**src/rtl/mmio_gpio_pkg.sv**
```systemverilog
package mmio_gpio_pkg;
  localparam int unsigned ADDR_W = 3;

  typedef enum logic [ADDR_W-1:0] {
    OFF_DATA = 3'd0,
    OFF_SET  = 3'd1,
    OFF_CLR  = 3'd2,
    OFF_DOUT = 3'd3,
    OFF_DIN  = 3'd4
  } reg_off_e;

  localparam logic [ADDR_W-1:0] LAST_OFF = 3'd4;
endpackage

```
**src/rtl/gpio_lane_map.sv**
```systemverilog
// Static rewiring between bus lane order and line order (an involution).
module gpio_lane_map #(
  parameter int unsigned WIDTH       = 32,
  parameter bit          MIRROR_BITS = 1'b0,
  parameter bit          SWAP_BYTES  = 1'b0
) (
  input  logic [WIDTH-1:0] bus_wr_i,
  output logic [WIDTH-1:0] line_wr_o,
  input  logic [WIDTH-1:0] line_rd_i,
  output logic [WIDTH-1:0] bus_rd_o
);
  localparam int unsigned NBYTES = WIDTH / 8;

  for (genvar j = 0; j < WIDTH; j++) begin : g_bit
    localparam int unsigned REG_IDX = MIRROR_BITS ? WIDTH - 1 - j : j;
    localparam int unsigned BUS_IDX = SWAP_BYTES
                                      ? (NBYTES - 1 - REG_IDX / 8) * 8 + REG_IDX % 8
                                      : REG_IDX;
    assign line_wr_o[j]      = bus_wr_i[BUS_IDX];
    assign bus_rd_o[BUS_IDX] = line_rd_i[j];
  end
endmodule

```
**src/rtl/gpio_sync.sv**
```systemverilog
module gpio_sync #(
  parameter int unsigned WIDTH = 32
) (
  input  logic             clk_i,
  input  logic             rst_ni,
  input  logic [WIDTH-1:0] async_i,
  output logic [WIDTH-1:0] sync_o
);
  logic [WIDTH-1:0] meta_q, sync_q;

  always_ff @(posedge clk_i or negedge rst_ni) begin
    if (!rst_ni) begin
      meta_q <= '0;
      sync_q <= '0;
    end else begin
      meta_q <= async_i;
      sync_q <= meta_q;
    end
  end

  assign sync_o = sync_q;
endmodule

```
**src/rtl/gpio_line_regs.sv**
```systemverilog
module gpio_line_regs
  import mmio_gpio_pkg::*;
#(
  parameter int unsigned WIDTH       = 32,
  parameter bit          USE_CLR_REG = 1'b1
) (
  input  logic              clk_i,
  input  logic              rst_ni,
  input  logic              wr_en_i,
  input  logic [ADDR_W-1:0] addr_i,
  input  logic [WIDTH-1:0]  wline_i,
  output logic [WIDTH-1:0]  latch_o,
  output logic [WIDTH-1:0]  dir_o
);
  logic [WIDTH-1:0] latch_q, dir_q;

  always_ff @(posedge clk_i or negedge rst_ni) begin
    if (!rst_ni) begin
      latch_q <= '0;
      dir_q   <= '0;
    end else if (wr_en_i) begin
      case (addr_i)
        OFF_SET:  latch_q <= USE_CLR_REG ? (latch_q | wline_i) : wline_i;
        OFF_CLR:  if (USE_CLR_REG) latch_q <= latch_q & ~wline_i;
        OFF_DOUT: dir_q <= wline_i;
        OFF_DIN:  dir_q <= ~wline_i;
        default:  ;
      endcase
    end
  end

  assign latch_o = latch_q;
  assign dir_o   = dir_q;

  p_set_raises_r3: assert property (@(posedge clk_i) disable iff (!rst_ni)
    (USE_CLR_REG && wr_en_i && addr_i == OFF_SET)
    |=> ((latch_o & $past(wline_i)) == $past(wline_i)));

  p_set_keeps_zero_bits_r3: assert property (@(posedge clk_i) disable iff (!rst_ni)
    (USE_CLR_REG && wr_en_i && addr_i == OFF_SET)
    |=> (((latch_o ^ $past(latch_o)) & ~$past(wline_i)) == '0));

  p_clear_lowers_r4: assert property (@(posedge clk_i) disable iff (!rst_ni)
    (USE_CLR_REG && wr_en_i && addr_i == OFF_CLR)
    |=> ((latch_o & $past(wline_i)) == '0) &&
        (((latch_o ^ $past(latch_o)) & ~$past(wline_i)) == '0));

  p_latch_mode_r5: assert property (@(posedge clk_i) disable iff (!rst_ni)
    (!USE_CLR_REG && wr_en_i && addr_i == OFF_SET) |=> (latch_o == $past(wline_i)));

  p_clear_ignored_r5: assert property (@(posedge clk_i) disable iff (!rst_ni)
    (!USE_CLR_REG && wr_en_i && addr_i == OFF_CLR) |=> $stable(latch_o));

  p_idle_hold_r11: assert property (@(posedge clk_i) disable iff (!rst_ni)
    (!wr_en_i || addr_i > LAST_OFF) |=> ($stable(latch_o) && $stable(dir_o)));
endmodule

```
**src/rtl/mmio_gpio_bank.sv**
```systemverilog
module mmio_gpio_bank
  import mmio_gpio_pkg::*;
#(
  parameter int unsigned WIDTH       = 32,
  parameter bit          MIRROR_BITS = 1'b0,
  parameter bit          SWAP_BYTES  = 1'b0,
  parameter bit          USE_CLR_REG = 1'b1
) (
  input  logic              clk_i,
  input  logic              rst_ni,
  input  logic              wr_en_i,
  input  logic              rd_en_i,
  input  logic [ADDR_W-1:0] addr_i,
  input  logic [WIDTH-1:0]  wdata_i,
  output logic [WIDTH-1:0]  rdata_o,
  input  logic [WIDTH-1:0]  pin_i,
  output logic [WIDTH-1:0]  oe_o,
  output logic [WIDTH-1:0]  out_o
);
  if (!(WIDTH == 8 || WIDTH == 16 || WIDTH == 32 || WIDTH == 64)) begin : g_bad_width
    $error("mmio_gpio_bank: WIDTH must be 8, 16, 32 or 64");
  end
  if (SWAP_BYTES && WIDTH == 64) begin : g_bad_swap
    $error("mmio_gpio_bank: byte-lane swap unsupported at 64 bits");
  end

  logic [WIDTH-1:0] wline, rline, rbus, pin_sync, latch, dir;
  logic [WIDTH-1:0] rdata_q;

  gpio_lane_map #(
    .WIDTH(WIDTH), .MIRROR_BITS(MIRROR_BITS), .SWAP_BYTES(SWAP_BYTES)
  ) u_map (
    .bus_wr_i (wdata_i),
    .line_wr_o(wline),
    .line_rd_i(rline),
    .bus_rd_o (rbus)
  );

  gpio_sync #(.WIDTH(WIDTH)) u_sync (
    .clk_i  (clk_i),
    .rst_ni (rst_ni),
    .async_i(pin_i),
    .sync_o (pin_sync)
  );

  gpio_line_regs #(.WIDTH(WIDTH), .USE_CLR_REG(USE_CLR_REG)) u_regs (
    .clk_i  (clk_i),
    .rst_ni (rst_ni),
    .wr_en_i(wr_en_i),
    .addr_i (addr_i),
    .wline_i(wline),
    .latch_o(latch),
    .dir_o  (dir)
  );

  always_comb begin
    case (addr_i)
      OFF_DATA: rline = pin_sync;
      OFF_SET:  rline = latch;
      OFF_DOUT: rline = dir;
      OFF_DIN:  rline = ~dir;
      default:  rline = '0;   // clear register is write-only
    endcase
  end

  always_ff @(posedge clk_i or negedge rst_ni) begin
    if (!rst_ni)      rdata_q <= '0;
    else if (rd_en_i) rdata_q <= rbus;
  end

  assign rdata_o = rdata_q;
  assign oe_o    = dir;
  assign out_o   = latch;

  p_oe_follows_dir_write_r6: assert property (@(posedge clk_i) disable iff (!rst_ni)
    (wr_en_i && addr_i == OFF_DOUT) |=> (oe_o == $past(wline)));

  p_oe_follows_din_write_r6: assert property (@(posedge clk_i) disable iff (!rst_ni)
    (wr_en_i && addr_i == OFF_DIN) |=> (oe_o == ~$past(wline)));

  p_unmapped_read_zero_r11: assert property (@(posedge clk_i) disable iff (!rst_ni)
    (rd_en_i && (addr_i > LAST_OFF || addr_i == OFF_CLR)) |=> (rdata_o == '0));

  p_rdata_hold_r12: assert property (@(posedge clk_i) disable iff (!rst_ni)
    !rd_en_i |=> $stable(rdata_o));
endmodule

```
**config.mk**
```make
export PLATFORM = sky130hd
export DESIGN_NAME = mmio_gpio_bank
export DESIGN_NICKNAME = d
export VERILOG_FILES = /design/src/rtl/mmio_gpio_pkg.sv /design/src/rtl/gpio_lane_map.sv /design/src/rtl/gpio_sync.sv /design/src/rtl/gpio_line_regs.sv /design/src/rtl/mmio_gpio_bank.sv
export SDC_FILE = /design/constraint.sdc
export NUM_CORES = 1
export LEC_CHECK = 0
export CAP_MARGIN = 25
export CORE_MARGIN = 2
export CORE_UTILIZATION = 56
export CTS_CLUSTER_DIAMETER = 150
export DETAILED_ROUTE_END_ITERATION = 8
export PLACE_DENSITY_LB_ADDON = 0.08
export SETUP_SLACK_MARGIN = 0.02
export SLEW_MARGIN = 20
export SYNTH_ARGS = -nofsm -noshare
export SYNTH_HDL_FRONTEND = slang
export SYNTH_HIERARCHICAL = 1
export SYNTH_SLANG_ARGS = --single-unit
```
**constraint.sdc**
```tcl
create_clock -name clk_i -period 3.8 [get_ports clk_i]
set_input_delay 0.38 -clock clk_i [delete_from_list [all_inputs] [get_ports clk_i]]
set_output_delay 0.38 -clock clk_i [all_outputs]
set_load 0.02 [all_outputs]
```
==> run metrics, run 1 <==
drt wl/cell=20.8 microns; Critical path buffers and inverters=2; fin crit period=2.07 ns; Root Driver=clkbuf_16; Setup crit start kind=primary input; Area Overhead vs Synth=19.5%; Seq cells post-synth=160; run status=finished with violations; Slew HR=0.319; FF-to-FF path depth=3; core area=14600 sq um; Clk Latency, worst-skew pair=0.44 ns; fraction of layout cells with a size suffix above 1=0.108; synth top area cells=dfrtp_1 48%, or4b_1 7.6%, buf_4 6.2%; TritonCTS clock tree=built; clock sinks=160; Initial Utilization=0.577; CTS Hold Bufs=0; Syn Nets=827; Slew Limit Fails=0; row count=44; Placer Congestion=0.797; Arrival @ worst endpoint=2.38 ns; Synthesis Warnings=6; kind of critical path=primary input to flop; TritonRoute pass-1 iters=6; vias in the first global route=6457; final WL=21000 microns; data required time of the critical path=4.12 ns; crit path max fanout=90; Reg clk slew, reported paths=0.06 ns; residual DRC count=0; Worst R2R End=rdata_o[18]$_DFFE_PN0P_; Via density=6.39; Final nets=882; PD cells=493 nW/um^2; CP dominant cell by count=buf_4; final std cells w/o fill=1008; crit-path max cell delay=0.66 ns; library cell with the largest summed area after synthesis=dfrtp_1; Cell Area, Synth=8420 sq um; Slowest-stage cell, CP=buf_4; Die Ht=127 microns; Peak VDD IR=0.300 mV; H-tree depth=4; TNS Setup=0 ns; Mapped Cells=756; CP Cell Sequence=buf_4, buf_4, or4b_1, o211ai_1, mux2_1; LEAKAGE=4.15 nW; DP Cell Count=976; Yosys cell types=27; hold slack=-0.0249 ns; post-CTS setup buffer count=0; power consumption=4.96 mW; initial antenna violation count=0; fill count=1094; number of DRC markers in iteration 0=653; Seq/Total Area, Yosys=0.476; failing checks=hold timing; RSZ-0062 raised after global routing=no; antenna cells=0; CTS buffer count=17; Ports=167; clk buf depth=2; chip width=127 microns; Hold Vio Cnt, Final=6; crit share post-route=0.544; port buffer count=166; detailed placement HPWL=12400 microns; Critical Path End Type=flop; overflow left after global routing=0; share of the synthesized area in the top cell type=0.476; final design utilization=0.690; final setup fails=0; Worst R2R Start=u_regs/dir_o[18]$_DFFE_PN0P_; Mean Syn Cell Area=11.1 sq um; Max Clock Skew=0.00493 ns; die footprint=16000 sq um; delay-heaviest family, CP=buffers and inverters; commonest cells after routing, fill and taps aside=160 x clkdlybuf4s50_1, 160 x dfrtp_1, 64 x or4b_1, 64 x nor2_1; HP Class=primary input to async pin; Tightest Pin Transition=1.02 ns; Routed Antenna Nets=0; MaxCap Viol Count=0; cts repair resizes=0; largest net degree at the start of global routing=95; FMAX=484 MHz; Reg2Reg Setup Slack=2.49 ns; via count=6446; first-pass GRT wire length=33600 microns; total track usage=0.261
logic make-up after synthesis:
kind of cell / Yosys count / synth area share
AO/OA/AOI/OAI: 162 / 0.130
flip-flops: 160 / 0.476
AND/OR/NAND/NOR: 228 / 0.197
multiplexers: 64 / 0.0808
buffers and inverters: 142 / 0.117
how the worst max path moves through the flow:
stage                         start                 endpoint  depth (start not counted)  slack, ns
after floorplan           addr_i[2]  rdata_o[17]$_DFFE_PN0P_                          6       2.22
after global placement    addr_i[0]  rdata_o[18]$_DFFE_PN0P_                          5       1.43
after detailed placement  addr_i[0]  rdata_o[18]$_DFFE_PN0P_                          5       1.35
after CTS                 addr_i[0]  rdata_o[18]$_DFFE_PN0P_                          5       1.80
after global routing      addr_i[0]  rdata_o[18]$_DFFE_PN0P_                          5       1.64
final                     addr_i[0]  rdata_o[18]$_DFFE_PN0P_                          5       1.73
per-layer routing:
metal  vias up  track usage  wire [microns]
li1       2875            -               -
met1      3282        0.337            8400
met2       261        0.436           10800
met3        28       0.0548            1480
met4         0       0.0963             280
met5         -            0               0
metrics by stage:
stage / instance area (sq um) / setup WS, ns
after global placement: 9430 / 1.43
after CTS: 10100 / 1.80
after floorplan: 8420 / 2.22
final: 10100 / 1.73
after detailed placement: 9430 / 1.35
after global routing: 10100 / 1.64
cell type report:
| class | instances | area [sq um] | share of cell area |
|---|---|---|---|
| Timing Repair Buffer | 177 | 1730 | 0.172 |
| Sequential cell | 160 | 4000 | 0.398 |
| Multi-Input combinational cell | 454 | 3460 | 0.344 |
| Tap cell | 184 | 230 | 0.0229 |
| Clock inverter | 14 | 204 | 0.0203 |
| Clock buffer | 18 | 429 | 0.0427 |
| Inverter | 1 | 3.75 | 0.000373 |
Yosys cell counts (all sizes together):
master	number
nand2b	2
a21oi	33
o211a	32
inv	1
and4bb	10
nor4bb	23
clkbuf	25
mux2	32
nand2	32
o211ai	32
nor2	64
dfrtp	160
nor2b	1
nand4b	32
or4b	64
mux2i	32
buf	116
a31oi	32
o21ai	33
report_power, final:
part           total (mW)  internal (mW)  switching [mW]  leakage, nW
sequential           2.06           1.88           0.184         1.98
combinational        1.05          0.525           0.525         1.87
clock                1.85           1.11           0.734        0.299
total                4.96           3.52            1.44         4.15
Power figures use the tool's default switching activity.
==> run 2, diff against run 1 <==
--- a/config.mk
+++ b/config.mk
@@ -7,7 +7,7 @@
 export LEC_CHECK = 0
 export CAP_MARGIN = 25
 export CORE_MARGIN = 2
-export CORE_UTILIZATION = 56
+export CORE_UTILIZATION = 47
 export CTS_CLUSTER_DIAMETER = 150
 export DETAILED_ROUTE_END_ITERATION = 8
 export PLACE_DENSITY_LB_ADDON = 0.08
==> constraint.sdc (replaced) <==
create_clock -name clk_i -period 1.8 [get_ports clk_i]
set_input_delay 0.18 -clock clk_i [delete_from_list [all_inputs] [get_ports clk_i]]
set_output_delay 0.18 -clock clk_i [all_outputs]
set_load 0.02 [all_outputs]
==> run 2 against run 1 <==
The run now ends clean. Sequential share of layout area decreased by 1.4 points. First-iteration DRC count decreased by 17%. Global-route usage decreased by 3.4 points. Wire length increased by 1.6%. Clock power increased by 91%. Setup slack got worse by 1.6 ns. Largest cell class unchanged. Critical path type is now flop to output pin. Via count increased by 0.65%. Count of clock-buffer cells in the layout increased by 2. Critical endpoint is now oe_o[19].
==> run metrics, run 2 (same netlist as run 1, synthesis figures left out) <==
LEAKAGE=4.31 nW (was 4.15 nW); Peak VDD IR=0.693 mV (was 0.300 mV); Routed Antenna Nets=0 (unchanged); PD cells=976 nW/um^2 (was 493 nW/um^2); via count=6488 (was 6446); final WL=21300 microns (was 21000 microns); Clk Latency, worst-skew pair=0.42 ns (was 0.44 ns); Arrival @ worst endpoint=1.51 ns (was 2.38 ns); pre-CTS setup slack=0.189 ns (was 1.35 ns); HP Class=primary input to flop (was primary input to async pin); Slew Limit Fails=0 (unchanged); Area Overhead vs Synth=23.9% (was 19.5%); crit-path max cell delay=0.65 ns (was 0.66 ns); PnR worst setup slack=0.109 ns (was 1.73 ns); fin crit period=1.69 ns; chip width=138 microns (was 127 microns); Worst R2R Start=u_regs/dir_o[22]$_DFFE_PN0P_ (was u_regs/dir_o[18]$_DFFE_PN0P_); hold slack=0.191 ns (was -0.0249 ns); final std cells w/o fill=1074 (was 1008); commonest cells after routing, fill and taps aside=160 x clkdlybuf4s50_1, 160 x dfrtp_1, 64 x or4b_1, 64 x nor2_1 (unchanged); Worst R2R End=rdata_o[22]$_DFFE_PN0P_ (was rdata_o[18]$_DFFE_PN0P_); detailed placement HPWL=13700 microns (was 12400 microns); core area=17400 sq um (was 14600 sq um); kind of critical path=flop to output pin (was primary input to flop); fraction of layout cells with a size suffix above 1=0.130 (was 0.108); FMAX=591 MHz; CTS buffer count=17 (unchanged); Placer Congestion=0.778 (was 0.797); row count=48 (was 44); first-pass GRT wire length=33400 microns (was 33600 microns); number of DRC markers in iteration 0=539 (was 653); Final nets=907 (was 882); vias in the first global route=6255 (was 6457); Critical Path End Type=output pin (was flop); MaxCap Viol Count=0 (unchanged); Via density=6.04 (was 6.39); Reg2Reg Setup Slack=0.49 ns (was 2.49 ns); CP Cell Sequence=clkdlybuf4s50_1 (was buf_4, buf_4, or4b_1, o211ai_1, mux2_1); Initial Utilization=0.483 (was 0.577); Root Driver=clkbuf_16 (unchanged); delay-heaviest family, CP=buffers and inverters (unchanged); Hold Crit Start=pin_i[21]; clock sinks=160 (unchanged); initial antenna violation count=0 (unchanged); cts repair resizes=0 (unchanged); overflow left after global routing=0 (unchanged); RSZ-0062 raised after global routing=no (unchanged); Hold Vio Cnt, Final=0 (was 6); TritonRoute pass-1 iters=5 (was 6); port buffer count=166 (unchanged); drt wl/cell=19.9 microns (was 20.8 microns); TritonCTS clock tree=built (unchanged); clk buf depth=2 (unchanged); DP Cell Count=1041 (was 976); die footprint=19000 sq um (was 16000 sq um); Reg clk slew, reported paths=0.06 ns (about the same); antenna cells=0 (unchanged); run status=complete, no violations (was finished with violations); crit path max fanout=5 (was 90); Die Ht=138 microns (was 127 microns); final design utilization=0.599 (was 0.690); Tightest Pin Transition=0.938 ns (was 1.02 ns); hold path cells=1; H-tree depth=4 (unchanged); residual DRC count=0 (unchanged); Ports=167 (unchanged); Max Clock Skew=0.00461 ns (was 0.00493 ns); Slowest-stage cell, CP=clkdlybuf4s50_1 (was buf_4); FF-to-FF path depth=3 (unchanged); Slew HR=0.373 (was 0.319); total track usage=0.227 (was 0.261); TNS Setup=0 ns (unchanged); final setup fails=0 (unchanged); crit share post-route=0.939; Setup crit start kind=flop (was primary input); Hold Path Sink=u_sync/meta_q[21]$_DFF_PN0_; data required time of the critical path=1.62 ns (was 4.12 ns); largest net degree at the start of global routing=52 (was 95); Critical path buffers and inverters=1 (was 2)
-- run 2: worst max path at each step --
stage	cells after the start	slack, ns	to	start
after floorplan	6	0.42	rdata_o[17]$_DFFE_PN0P_	addr_i[2]
after global placement	4	0.25	flop	wr_en_i
after detailed placement	6	0.19	u_regs/dir_o[30]$_DFFE_PN0P_	addr_i[0]
after CTS	1	0.08	out_o[18]	flop
after global routing	1	0.05	oe_o[10]	u_regs/dir_o[10]$_DFFE_PN0P_
final	1	0.11	oe_o[19]	u_regs/dir_o[19]$_DFFE_PN0P_
-- run 2: report_power, final --
part | switching (mW) | internal [mW]
logic | 1.14 | 1.19
clock network | 1.48 | 2.05
registers | 0.363 | 3.97
-- run 2: routing by layer --
layer  vias up  part of all wire  track usage
met4         0             0.019       0.0720
met3        32             0.054       0.0486
met2       261              0.48        0.361
met1      3275              0.44        0.312
met5         -                 0            0
li1       2920                 -            -
-- run 2: area by class of cell --
type / instances / area, sq um
Clock buffer: 20 / 437
Timing Repair Buffer: 202 / 2110
Inverter: 1 / 3.75
Sequential cell: 160 / 4000
Clock inverter: 12 / 136
Multi-Input combinational cell: 454 / 3460
Tap cell: 225 / 282
Fill cell: 1411 / 6990
-- run 2: repair_timing --
item,4_1_cts,5_1_grt
hold endpoints to repair,37,0
buffers inserted,0,0
hold buffers,1,0
-- run 2: stage by stage --
stage	total power [mW]	instance area (sq um)
after floorplan	5.69	8420
after global placement	6.66	9850
after detailed placement	6.72	9850
after CTS	10.3	10400
after global routing	10.7	10400
final	10.2	10400
==> run 3, diff against run 2 <==
--- a/config.mk
+++ b/config.mk
@@ -5,6 +5,7 @@
 export SDC_FILE = /design/constraint.sdc
 export NUM_CORES = 1
 export LEC_CHECK = 0
+export ABC_CLOCK_PERIOD_IN_PS = 1800
 export CAP_MARGIN = 25
 export CORE_MARGIN = 2
 export CORE_UTILIZATION = 47
@@ -17,3 +18,4 @@
 export SYNTH_HDL_FRONTEND = slang
 export SYNTH_HIERARCHICAL = 1
 export SYNTH_SLANG_ARGS = --single-unit
+export TNS_END_PERCENT = 100
==> results of run 3 <==
The final DEF is identical to that of run 2; final timing and power are the same.
